## config.mk

```make
export PLATFORM = sky130hd
export DESIGN_NAME = bfd_top
export DESIGN_NICKNAME = d
export VERILOG_FILES = /design/src/rtl/bfd_pkg.sv /design/src/rtl/bfd_addr_resolve.sv /design/src/rtl/bfd_region_decode.sv /design/src/rtl/bfd_top.sv
export SDC_FILE = /design/constraint.sdc
export NUM_CORES = 1
export LEC_CHECK = 0
export BUFFER_PORTS_ARGS = -buffer_cell sky130_fd_sc_hd__buf_2
export CORE_AREA = 2 2 39 41
export DETAILED_ROUTE_END_ITERATION = 16
export DIE_AREA = 0 0 41 43
export MAX_ROUTING_LAYER = met4
export PLACE_DENSITY_LB_ADDON = 0.08
export SLEW_MARGIN = 10
export SYNTH_ARGS = -nofsm -noshare
export SYNTH_HDL_FRONTEND = slang
export SYNTH_SLANG_ARGS = --single-unit
export TNS_END_PERCENT = 5
```

## constraint.sdc

```tcl
create_clock -name vclk -period 2.7
set_clock_uncertainty 0.15 [all_clocks]
set_input_delay 0.135 -clock vclk [all_inputs]
set_output_delay 0.135 -clock vclk [all_outputs]
set_load 0.05 [all_outputs]
```

## src/rtl/bfd_pkg.sv

```systemverilog
package bfd_pkg;
    localparam int OFF_W  = 7;
    localparam int BANK_W = 2;
    localparam int PTR_W  = OFF_W + 1;

    typedef struct packed {
        logic [BANK_W-1:0] bank;
        logic [OFF_W-1:0]  off;
        logic              ind;
        logic              null_hit;
    } eff_addr_t;
endpackage

```

## src/rtl/bfd_addr_resolve.sv

```systemverilog
module bfd_addr_resolve
    import bfd_pkg::*;
(
    input  logic [OFF_W-1:0]  dir_off,
    input  logic [BANK_W-1:0] bank_sel,
    input  logic [PTR_W-1:0]  fsr,
    input  logic              irp,
    output eff_addr_t         eff
);
    eff_addr_t eff_d;

    always_comb begin
        eff_d = '0;
        if (dir_off == '0) begin
            eff_d.ind      = 1'b1;
            eff_d.bank     = {irp, fsr[PTR_W-1]};
            eff_d.off      = fsr[OFF_W-1:0];
            eff_d.null_hit = (fsr[OFF_W-1:0] == '0);
        end else begin
            eff_d.bank     = bank_sel;
            eff_d.off      = dir_off;
        end
    end

    assign eff = eff_d;

    always_comb begin

        indirect_bank_chk: assert (!eff.ind || eff.bank == {irp, fsr[PTR_W-1]})
            else $error("indirect bank not taken from pointer");

        null_only_indirect_chk: assert (!eff.null_hit || (eff.ind && eff.off == '0))
            else $error("null hit outside indirect offset zero");
    end
endmodule

```

## src/rtl/bfd_region_decode.sv

```systemverilog
module bfd_region_decode
    import bfd_pkg::*;
#(
    parameter int                SFR_SPAN      = 32,
    parameter int                BANK_SPAN     = 128,
    parameter int                LAST_BANK_GPR = 75,
    parameter logic [SFR_SPAN-1:0] MIRROR_MASK = 32'h0000_0C1C,
    parameter int                RAM_AW        = 9,
    parameter int                SFR_AW        = 5
) (
    input  eff_addr_t                 eff,
    output logic                      ram_sel,
    output logic [RAM_AW-1:0]         ram_idx,
    output logic                      sfr_sel,
    output logic [BANK_W+SFR_AW-1:0]  sfr_idx,
    output logic                      zero_sel
);
    localparam int GPR_PER_BANK = BANK_SPAN - SFR_SPAN;
    localparam int LAST_BANK    = (1 << BANK_W) - 1;

    typedef struct packed {
        logic                     ram;
        logic [RAM_AW-1:0]        ridx;
        logic                     sfr;
        logic [BANK_W+SFR_AW-1:0] sidx;
        logic                     zero;
    } region_t;

    region_t          reg_d;
    logic [OFF_W-1:0] gofs;

    always_comb begin
        reg_d = '0;
        gofs  = eff.off - OFF_W'(SFR_SPAN);
        if (eff.null_hit) begin
            reg_d.zero = 1'b1;
        end else if (eff.off < OFF_W'(SFR_SPAN)) begin
            reg_d.sfr = 1'b1;
            if (MIRROR_MASK[eff.off[SFR_AW-1:0]])
                reg_d.sidx = {{BANK_W{1'b0}}, eff.off[SFR_AW-1:0]};
            else
                reg_d.sidx = {eff.bank, eff.off[SFR_AW-1:0]};
        end else if (eff.bank == BANK_W'(LAST_BANK) && gofs >= OFF_W'(LAST_BANK_GPR)) begin
            reg_d.zero = 1'b1;
        end else begin
            reg_d.ram  = 1'b1;
            reg_d.ridx = RAM_AW'(eff.bank) * RAM_AW'(GPR_PER_BANK) + RAM_AW'(gofs);
        end
    end

    assign ram_sel  = reg_d.ram;
    assign ram_idx  = reg_d.ridx;
    assign sfr_sel  = reg_d.sfr;
    assign sfr_idx  = reg_d.sidx;
    assign zero_sel = reg_d.zero;

    always_comb begin

        sfr_low_off_chk: assert (!sfr_sel || eff.off < OFF_W'(SFR_SPAN))
            else $error("register select above the special region");

        mirror_fold_chk: assert (!(sfr_sel && MIRROR_MASK[eff.off[SFR_AW-1:0]])
                                 || sfr_idx[BANK_W+SFR_AW-1:SFR_AW] == '0)
            else $error("mirrored register not folded to bank 0");

        idle_idx_chk: assert ((ram_sel || ram_idx == '0) && (sfr_sel || sfr_idx == '0))
            else $error("index driven while its select is low");
    end
endmodule

```

## src/rtl/bfd_top.sv

```systemverilog
module bfd_top
    import bfd_pkg::*;
#(
    parameter int                  SFR_SPAN      = 32,
    parameter int                  LAST_BANK_GPR = 75,
    parameter logic [SFR_SPAN-1:0] MIRROR_MASK   = 32'h0000_0C1C
) (
    input  logic [6:0] dir_off,
    input  logic [1:0] bank_sel,
    input  logic [7:0] fsr,
    input  logic       irp,
    output logic       ind_mode,
    output logic       ram_sel,
    output logic [8:0] ram_idx,
    output logic       sfr_sel,
    output logic [6:0] sfr_idx,
    output logic       zero_sel
);
    localparam int BANK_SPAN = 1 << OFF_W;
    localparam int GPR_TOTAL = ((1 << BANK_W) - 1) * (BANK_SPAN - SFR_SPAN) + LAST_BANK_GPR;
    localparam int RAM_AW    = $clog2(GPR_TOTAL);
    localparam int SFR_AW    = $clog2(SFR_SPAN);

    eff_addr_t eff;

    bfd_addr_resolve u_resolve (
        .dir_off  (dir_off),
        .bank_sel (bank_sel),
        .fsr      (fsr),
        .irp      (irp),
        .eff      (eff)
    );

    bfd_region_decode #(
        .SFR_SPAN      (SFR_SPAN),
        .BANK_SPAN     (BANK_SPAN),
        .LAST_BANK_GPR (LAST_BANK_GPR),
        .MIRROR_MASK   (MIRROR_MASK),
        .RAM_AW        (RAM_AW),
        .SFR_AW        (SFR_AW)
    ) u_decode (
        .eff      (eff),
        .ram_sel  (ram_sel),
        .ram_idx  (ram_idx),
        .sfr_sel  (sfr_sel),
        .sfr_idx  (sfr_idx),
        .zero_sel (zero_sel)
    );

    assign ind_mode = eff.ind;

    always_comb begin

        one_target_chk: assert ($countones({ram_sel, sfr_sel, zero_sel}) == 1)
            else $error("decoder did not pick exactly one target");

        ram_bound_chk: assert (!ram_sel || int'(ram_idx) < GPR_TOTAL)
            else $error("RAM index beyond implemented words");

        direct_mode_chk: assert ((dir_off == '0) == ind_mode)
            else $error("mode does not follow the direct offset");
    end
endmodule

```

Word level (Yosys, flattened, before mapping) --
Memory sizes are Yosys's and may differ from the RTL's. Cells that the tools add are included.
Word-level totals: logic and storage cells 22, bits of input ports 18, ROM bits 32, output and inout port bits 20, register bits 0, memories 1
Memory list:
- (name not given) | words 32, width 1, rd ports 1, clocked after Yosys merged registers in 0, write ports 0, RTL line bfd_region_decode.sv:39 | if (MIRROR_MASK[eff.off[SFR_AW-1:0]])
Operators by class: reductions and logical operators 3, eq/ne operators 1, multiply operators 1, order comparisons 3, $add $sub $neg 2, muxes and demuxes 11
Operators by type and width (count):
- 10-bit two-way mux | 2
- 18-bit two-way mux | 1
- 7-bit zero test | 2
- 9-bit by 7-bit adder with 9-bit output | 1
- 9-bit two-way mux | 1
- 8-bit two-way mux | 1
- 7-bit >= comparator (second input constant) | 1
- 7-bit by 6-bit less-than comparator with 1-bit output (second input constant) | 1
- 7-bit two-way mux | 1
- 7-bit by 6-bit subtractor with 7-bit output (second input constant) | 1
- 5-bit by 6-bit less-than comparator with 1-bit output (second input constant) | 1
- 2-bit by 2-bit multiplier with 4-bit output (second input constant) | 1
- 1-bit two-way mux | 4
- 2-bit == test (second input constant) | 1
- 2-bit two-way mux | 1
- 1-bit logical AND | 1

Logic depth before layout (Yosys ltp) --
Gate-level depths: netlist (run 1).
word-level depth 8, depth in mapped cells 11, gate-level depth less buffers 11

By module --
From an unflattened synthesis (run 1), not the netlist that was laid out.
Unflattened totals: cell total of the unflattened synthesis 62, area total of the unflattened synthesis 498.0 um^2
Modules (own cells, without submodules):
- bfd_region_decode | times used 1, area an instance 349.1 um^2, cells each 47, seq. area each 0.0 um^2
- bfd_addr_resolve | times used 1, area an instance 148.9 um^2, cells each 15, seq. area each 0.0 um^2

Worst setup path before layout (run 1) --
OpenSTA, ideal clock, no wires.
path type input port to output port, start point in dir_off[6], end point out ram_idx[8], cell stages on the path 11, arrival 3.341 ns, buffers on the path 0, path slack -0.926 ns, cells stage by stage nor4_1 nand2_1 inv_1 nand2_1 nand2_1 ha_1 ha_1 a21oi_1 nor2b_1 xnor2_1 nor3_1
Between the ends: cells in the longest elaborated chain, start to end 8, elaborated cells between the ends (all ways) 13, those cells by class 2 x add/sub; 1 x mul; 2 x order compare; 1 x eq/ne; 5 x mux; 2 x reduce/logical
RTL lines:
- from (decl) | RTL line bfd_top.sv:8 | input logic [6:0] dir_off,
- branches (longest 7 deep; another with 9-bit by 7-bit adder with 9-bit output)
- 18-bit two-way mux * | RTL line bfd_region_decode.sv:35 | if (eff.null_hit) begin
- to (decl) | RTL line bfd_top.sv:14 | output logic [8:0] ram_idx,
Mark *: on every way between the ends.

Worst setup path in the final report (run 1) --
start point in dir_off[4], end point out ram_idx[7]
The elaborated chain is that of the path after synthesis.

==> results of run 1 <==
## Yosys cell counts, drive strengths merged, types with 2 or more instances
master   n
nand3    2
a31oi    3
o21ai    2
nor3     8
mux2i    2
nand2    9
a21oi    4
a211oi   2
nor2    15
ha       5
a41oi    2
inv      5
xnor2    3
a211o    2
## logic make-up (layout without fill, tap and decap cells)
group	count (synthesis)	count (layout)	share of synthesized area
and+or+nand+nor	39	39	0.353
adders and majority gates	6	6	0.164
buffers and inverters	5	63	0.0373
AOI/OAI and AO/OA	22	22	0.353
muxes	2	2	0.0398
xor gates and xnor gates	3	3	0.0522
## per-layer routing
layer	global-route usage	up-vias	wire, um
li1	-	408	-
met5	-	-	0
met3	0	0	92
met1	0.288	390	782
met2	0.388	29	950
met4	0	0	0
## timing repair
item | 4_1_cts | 5_1_grt
setup buffers | 0 | 2
gates resized for setup | 6 | 13
gates cloned | 0 | 0
setup endpoints to repair | 9 | 10
endpoints found under the hold margin | 0 | 0
pin swaps | 0 | 3
## through the flow
step / area, um2 / setup TNS (ps)
3_5_place_dp: 890 / -591
3_3_place_gp: 890 / -43.0
4_1_cts: 917 / 0
6_report: 971 / 0
2_1_floorplan: 544 / -2870
5_1_grt: 971 / -132
## cells in the final DEF, fill, tap and decap left out, types with 3 or more instances in the layout
master	n
a21oi_1	3
clkbuf_4	3
buf_2	31
nor3_2	4
ha_1	5
buf_4	21
nor2_1	14
a31oi_1	3
buf_6	3
inv_1	5
nand2_1	8
## worst paths after layout
path	start	end	slack, ps	depth (start not counted)
setup / recovery	dir_off[4]	ram_idx[7]	110	11
hold / removal	irp	sfr_idx[6]	560	4
## worst min-delay path, cell delays in order
cell and delay [ps]:
buf_2 100, nand2_1 70, a221oi_1 70, buf_2 210
## layout make-up
cell class / count / share of cell area
multi-input cells: 72 / 0.580
repair buffers: 58 / 0.380
well taps: 16 / 0.0206
inverters: 5 / 0.0193
## power by group through the flow
stage | registers (uW) | logic [uW] | clock network [uW]
6_report | 0 | 226 | 0
5_1_grt | 0 | 241 | 0
4_1_cts | 0 | 215 | 0
3_5_place_dp | 0 | 208 | 0
3_3_place_gp | 0 | 206 | 0
2_1_floorplan | 0 | 140 | 0
==> flow_metrics.env, run 1 <==
export IMPL_firstDrtPassIters=4
export IMPL_rows=14
export IMPL_routedWlPerCell_um=12.1
export IMPL_slowest_delay_ps=470
export IMPL_seqCellArea_um2=0
export IMPL_gp_congestion=0.794
export IMPL_die_h_um=43
export IMPL_port_buffers=38
export IMPL_tightest_slew_ps=689
export IMPL_irDropWorstVdd_mv=0.145
export IMPL_grt_pass1_vias=690
export IMPL_die_w_um=41
export IMPL_fill_cells=120
export IMPL_combPwrFrac=1.000
export IMPL_netlist_area_um2=503
export IMPL_worstPathMaxFanout=4
export IMPL_grt_use_total=0.220
export IMPL_totalWireLength_um=1830
export IMPL_rsz0062_at_grt="true"
export IMPL_cp_cell_sequence="buf_2 > nor4_4 > nand2_2 > mux2i_2 > inv_1 > buf_4 > ha_1 > fa_1 > xnor2_2 > nor3_4 > buf_6"
export IMPL_grt_pass1_wl_um=2830
export IMPL_ant_nets=0
export IMPL_seq_cells=0
export IMPL_p_leak_uw=0.000508
export IMPL_postCtsHoldBufs=0
export IMPL_coreArea_um2=1380
export IMPL_intPower_uw=79.5
export IMPL_setup_ws_ps=108
export IMPL_first_iter_violations=28
export IMPL_status="completed"
export IMPL_ys_seq_area_frac=0
export IMPL_fin_total_pwr_uw=226
export IMPL_slew_violations=0
export IMPL_p_sw_frac=0.648
export IMPL_p_switching_uw=146
export IMPL_cp_slowest_cell="fa_1"
export IMPL_clockPowerShare=0
export IMPL_syn_area_per_cell_um2=6.53
export IMPL_synth_top_cell_area_share=0.124
export IMPL_synthTopCellsByArea="ha_1, nor2_1, nor3_1, nand2_1, xnor2_1"
export IMPL_p_per_area_nw_per_um2=232
export IMPL_vias=827
export IMPL_maxCapViolCount=0
export IMPL_multi_input_area_um2=563
export IMPL_setup_viol=0
export IMPL_fmax_mhz=386
export IMPL_finalNonFillerCells=151
export IMPL_dp_cells=149
export IMPL_hold_viol=0
export IMPL_netlist_instances=77
export IMPL_ys_types=28
export IMPL_grt_ovfl_total=0
export IMPL_finalCritPeriodShare=0.960
export IMPL_antenna_found_initial=0
export IMPL_relSlewSlack=0.534
export IMPL_min_path_type="in -> out"
export IMPL_postLayoutCoreUtil=0.702
export IMPL_critPathRequiredTime_ps=2410
export IMPL_hpwl_um=1510
export IMPL_path_buf_inv=4
export IMPL_holdWs_ps=563
export IMPL_drc=0
export IMPL_grt_max_degree=9
export IMPL_finalNetCount=161
export IMPL_critPathCaptureType="output pin"
export IMPL_syn_nets=101
export IMPL_die_area_um2=1760
export IMPL_synth_largest_area_cell="ha_1"
export IMPL_start_util=0.363
export IMPL_syn2layout_area_growth_pct=93.0
export IMPL_min_period_ps=2590
export IMPL_ys_warn_count=0
export IMPL_critical_path_class="in -> out"
export IMPL_drive_gt1_frac=0.548
export IMPL_io_pins=38
export IMPL_crit_family="adder cells"
export IMPL_vias_per_cell=5.48
export IMPL_cp_arrival_ps=2310
export IMPL_clock_buffers=0
export IMPL_antennaDiodeCount=0
export IMPL_p_seq_frac=0
export IMPL_start_kind="primary input"
export IMPL_pre_cts_ws_ps=-154
Power figures use the tool's default switching activity.
==> run 2: changes to the inputs <==
BUFFER_PORTS_ARGS = default   (was -buffer_cell sky130_fd_sc_hd__buf_2)
DONT_BUFFER_PORTS = 1   (was default)
==> flow_metrics.env, run 2 (synthesis results as in run 1) <==
export IMPL_status="completed"
export IMPL_start_util=0.363
export IMPL_cp_slowest_cell="o31a_1"
export IMPL_setup_viol=0
export IMPL_grt_use_total=0.212
export IMPL_grt_util_met3=0.0105
export IMPL_drc=0
export IMPL_combPwrFrac=1.000
export IMPL_p_per_area_nw_per_um2=255
export IMPL_grt_ovfl_total=0
export IMPL_critPathCaptureType="output pin"
export IMPL_maxCapViolCount=0
export IMPL_hold_viol=0
export IMPL_totalWireLength_um=1740
export IMPL_slowest_delay_ps=320
export IMPL_die_w_um=41
export IMPL_timing_critical_path_mode_cell="nand2_1"
export IMPL_multi_input_area_um2=557
export IMPL_worstPathMaxFanout=6
export IMPL_die_h_um=43
export IMPL_grt_use_met1=0.260
export IMPL_rsz0062_at_grt="false"
export IMPL_gp_congestion=0.784
export IMPL_vias_per_cell=5.75
export IMPL_cp_arrival_ps=2280
export IMPL_hpwl_um=1480
export IMPL_relSlewSlack=0.404
export IMPL_io_pins=38
export IMPL_grt_pass1_wl_um=2630
export IMPL_fmax_mhz=390
export IMPL_antenna_found_initial=0
export IMPL_grt_busiest_layer="met2"
export IMPL_hold_depth=3
export IMPL_rows=14
export IMPL_placed_area_um2=785
export IMPL_setup_ws_ps=137
export IMPL_holdWs_ps=446
export IMPL_routedWlPerCell_um=15.0
export IMPL_seqCellArea_um2=0
export IMPL_final_common_cell="buf_4"
export IMPL_coreArea_um2=1380
export IMPL_min_path_type="in -> out"
export IMPL_ant_nets=0
export IMPL_min_period_ps=2560
export IMPL_p_sw_frac=0.630
export IMPL_p_seq_frac=0
export IMPL_irDropWorstVdd_mv=0.140
export IMPL_grt_pass1_vias=653
export IMPL_use_met2=0.384
export IMPL_critPathRequiredTime_ps=2410
export IMPL_tightest_slew_ps=890
export IMPL_slew_violations=0
export IMPL_firstDrtPassIters=4
export IMPL_port_buffers=0
export IMPL_intPower_uw=77.3
export IMPL_cp_cell_sequence="nor4_4 > nand2_2 > buf_4 > inv_1 > nand2_1 > nand2_1 > ha_1 > nand3_1 > o31a_1 > a211oi_4 > buf_12 > a41o_2"
export IMPL_final_cell_mix="buf_4, nor2_1, nand2_1"
export IMPL_seq_cells=0
export IMPL_grt_max_degree=9
export IMPL_post_route_cell_area_um2=818
export IMPL_p_switching_uw=132
export IMPL_antennaDiodeCount=0
export IMPL_start_kind="primary input"
export IMPL_finalNonFillerCells=116
export IMPL_postCtsHoldBufs=0
export IMPL_clock_buffers=0
export IMPL_drive_gt1_frac=0.380
export IMPL_critical_path_class="in -> out"
export IMPL_vias=667
export IMPL_dp_cells=115
export IMPL_p_leak_uw=0.000365
export IMPL_finalCritPeriodShare=0.949
export IMPL_pre_cts_ws_ps=94.8
export IMPL_finalNetCount=126
export IMPL_die_area_um2=1760
export IMPL_syn2layout_area_growth_pct=62.7
export IMPL_fill_cells=139
export IMPL_first_iter_violations=10
export IMPL_clockPowerShare=0
==> run 2: changes by cell type in the layout (fill, tap and decap cells not counted) <==
cell      delta
clkbuf_4     -3
a21oi_2      -1
buf_6        -3
a211oi_1     -1
a211oi_2     +1
xnor2_2      -1
buf_12       +4
buf_2       -31
xnor2_1      +1
buf_4        -2
a21oi_1      +1
==> run 2: cell type report <==
class                           instances  share of cell area
Multi-Input combinational cell         72               0.680
Timing Repair Buffer                   23               0.272
Inverter                                5              0.0229
Tap cell                               16              0.0245
==> run 2: worst paths after layout <==
path | endpoint | start | slack [ps]
worst max-delay path | zero_sel | dir_off[6] | 140
worst min-delay path | sfr_idx[6] | irp | 450
==> run 2: what timing repair did <==
item | in CTS | in global routing
setup endpoints to repair | 0 | 8
gates resized for setup | 0 | 5
buffers inserted | 0 | 1
==> run 2: layer usage <==
metal	vias up	part of all wire
met3	0	0.040
li1	336	-
met4	0	0
met1	311	0.43
met5	-	0
met2	20	0.53
==> run 2: power groups by stage <==
stage	Sequential, uW	Combinational, uW	Clock (uW)
2_1_floorplan	0	140	0
3_5_place_dp	0	209	0
4_1_cts	0	209	0
3_3_place_gp	0	207	0
6_report	0	209	0
5_1_grt	0	222	0
==> run 2: stage by stage <==
| stage | power [uW] | utilization | TNS [ps] |
|---|---|---|---|
| floorplan | 140 | - | -2870 |
| global placement | 207 | 0.567 | 0 |
| detailed placement | 209 | 0.567 | 0 |
| CTS | 209 | 0.567 | 0 |
| global route | 222 | 0.591 | 0 |
| finish | 209 | 0.591 | 0 |
==> run 2: critical path, delay by kind of cell <==
family | cells | cell delay, ps
fa+ha+maj | 1 | 190
buf+inv | 3 | 380
compound gates | 3 | 880
simple gates | 5 | 670
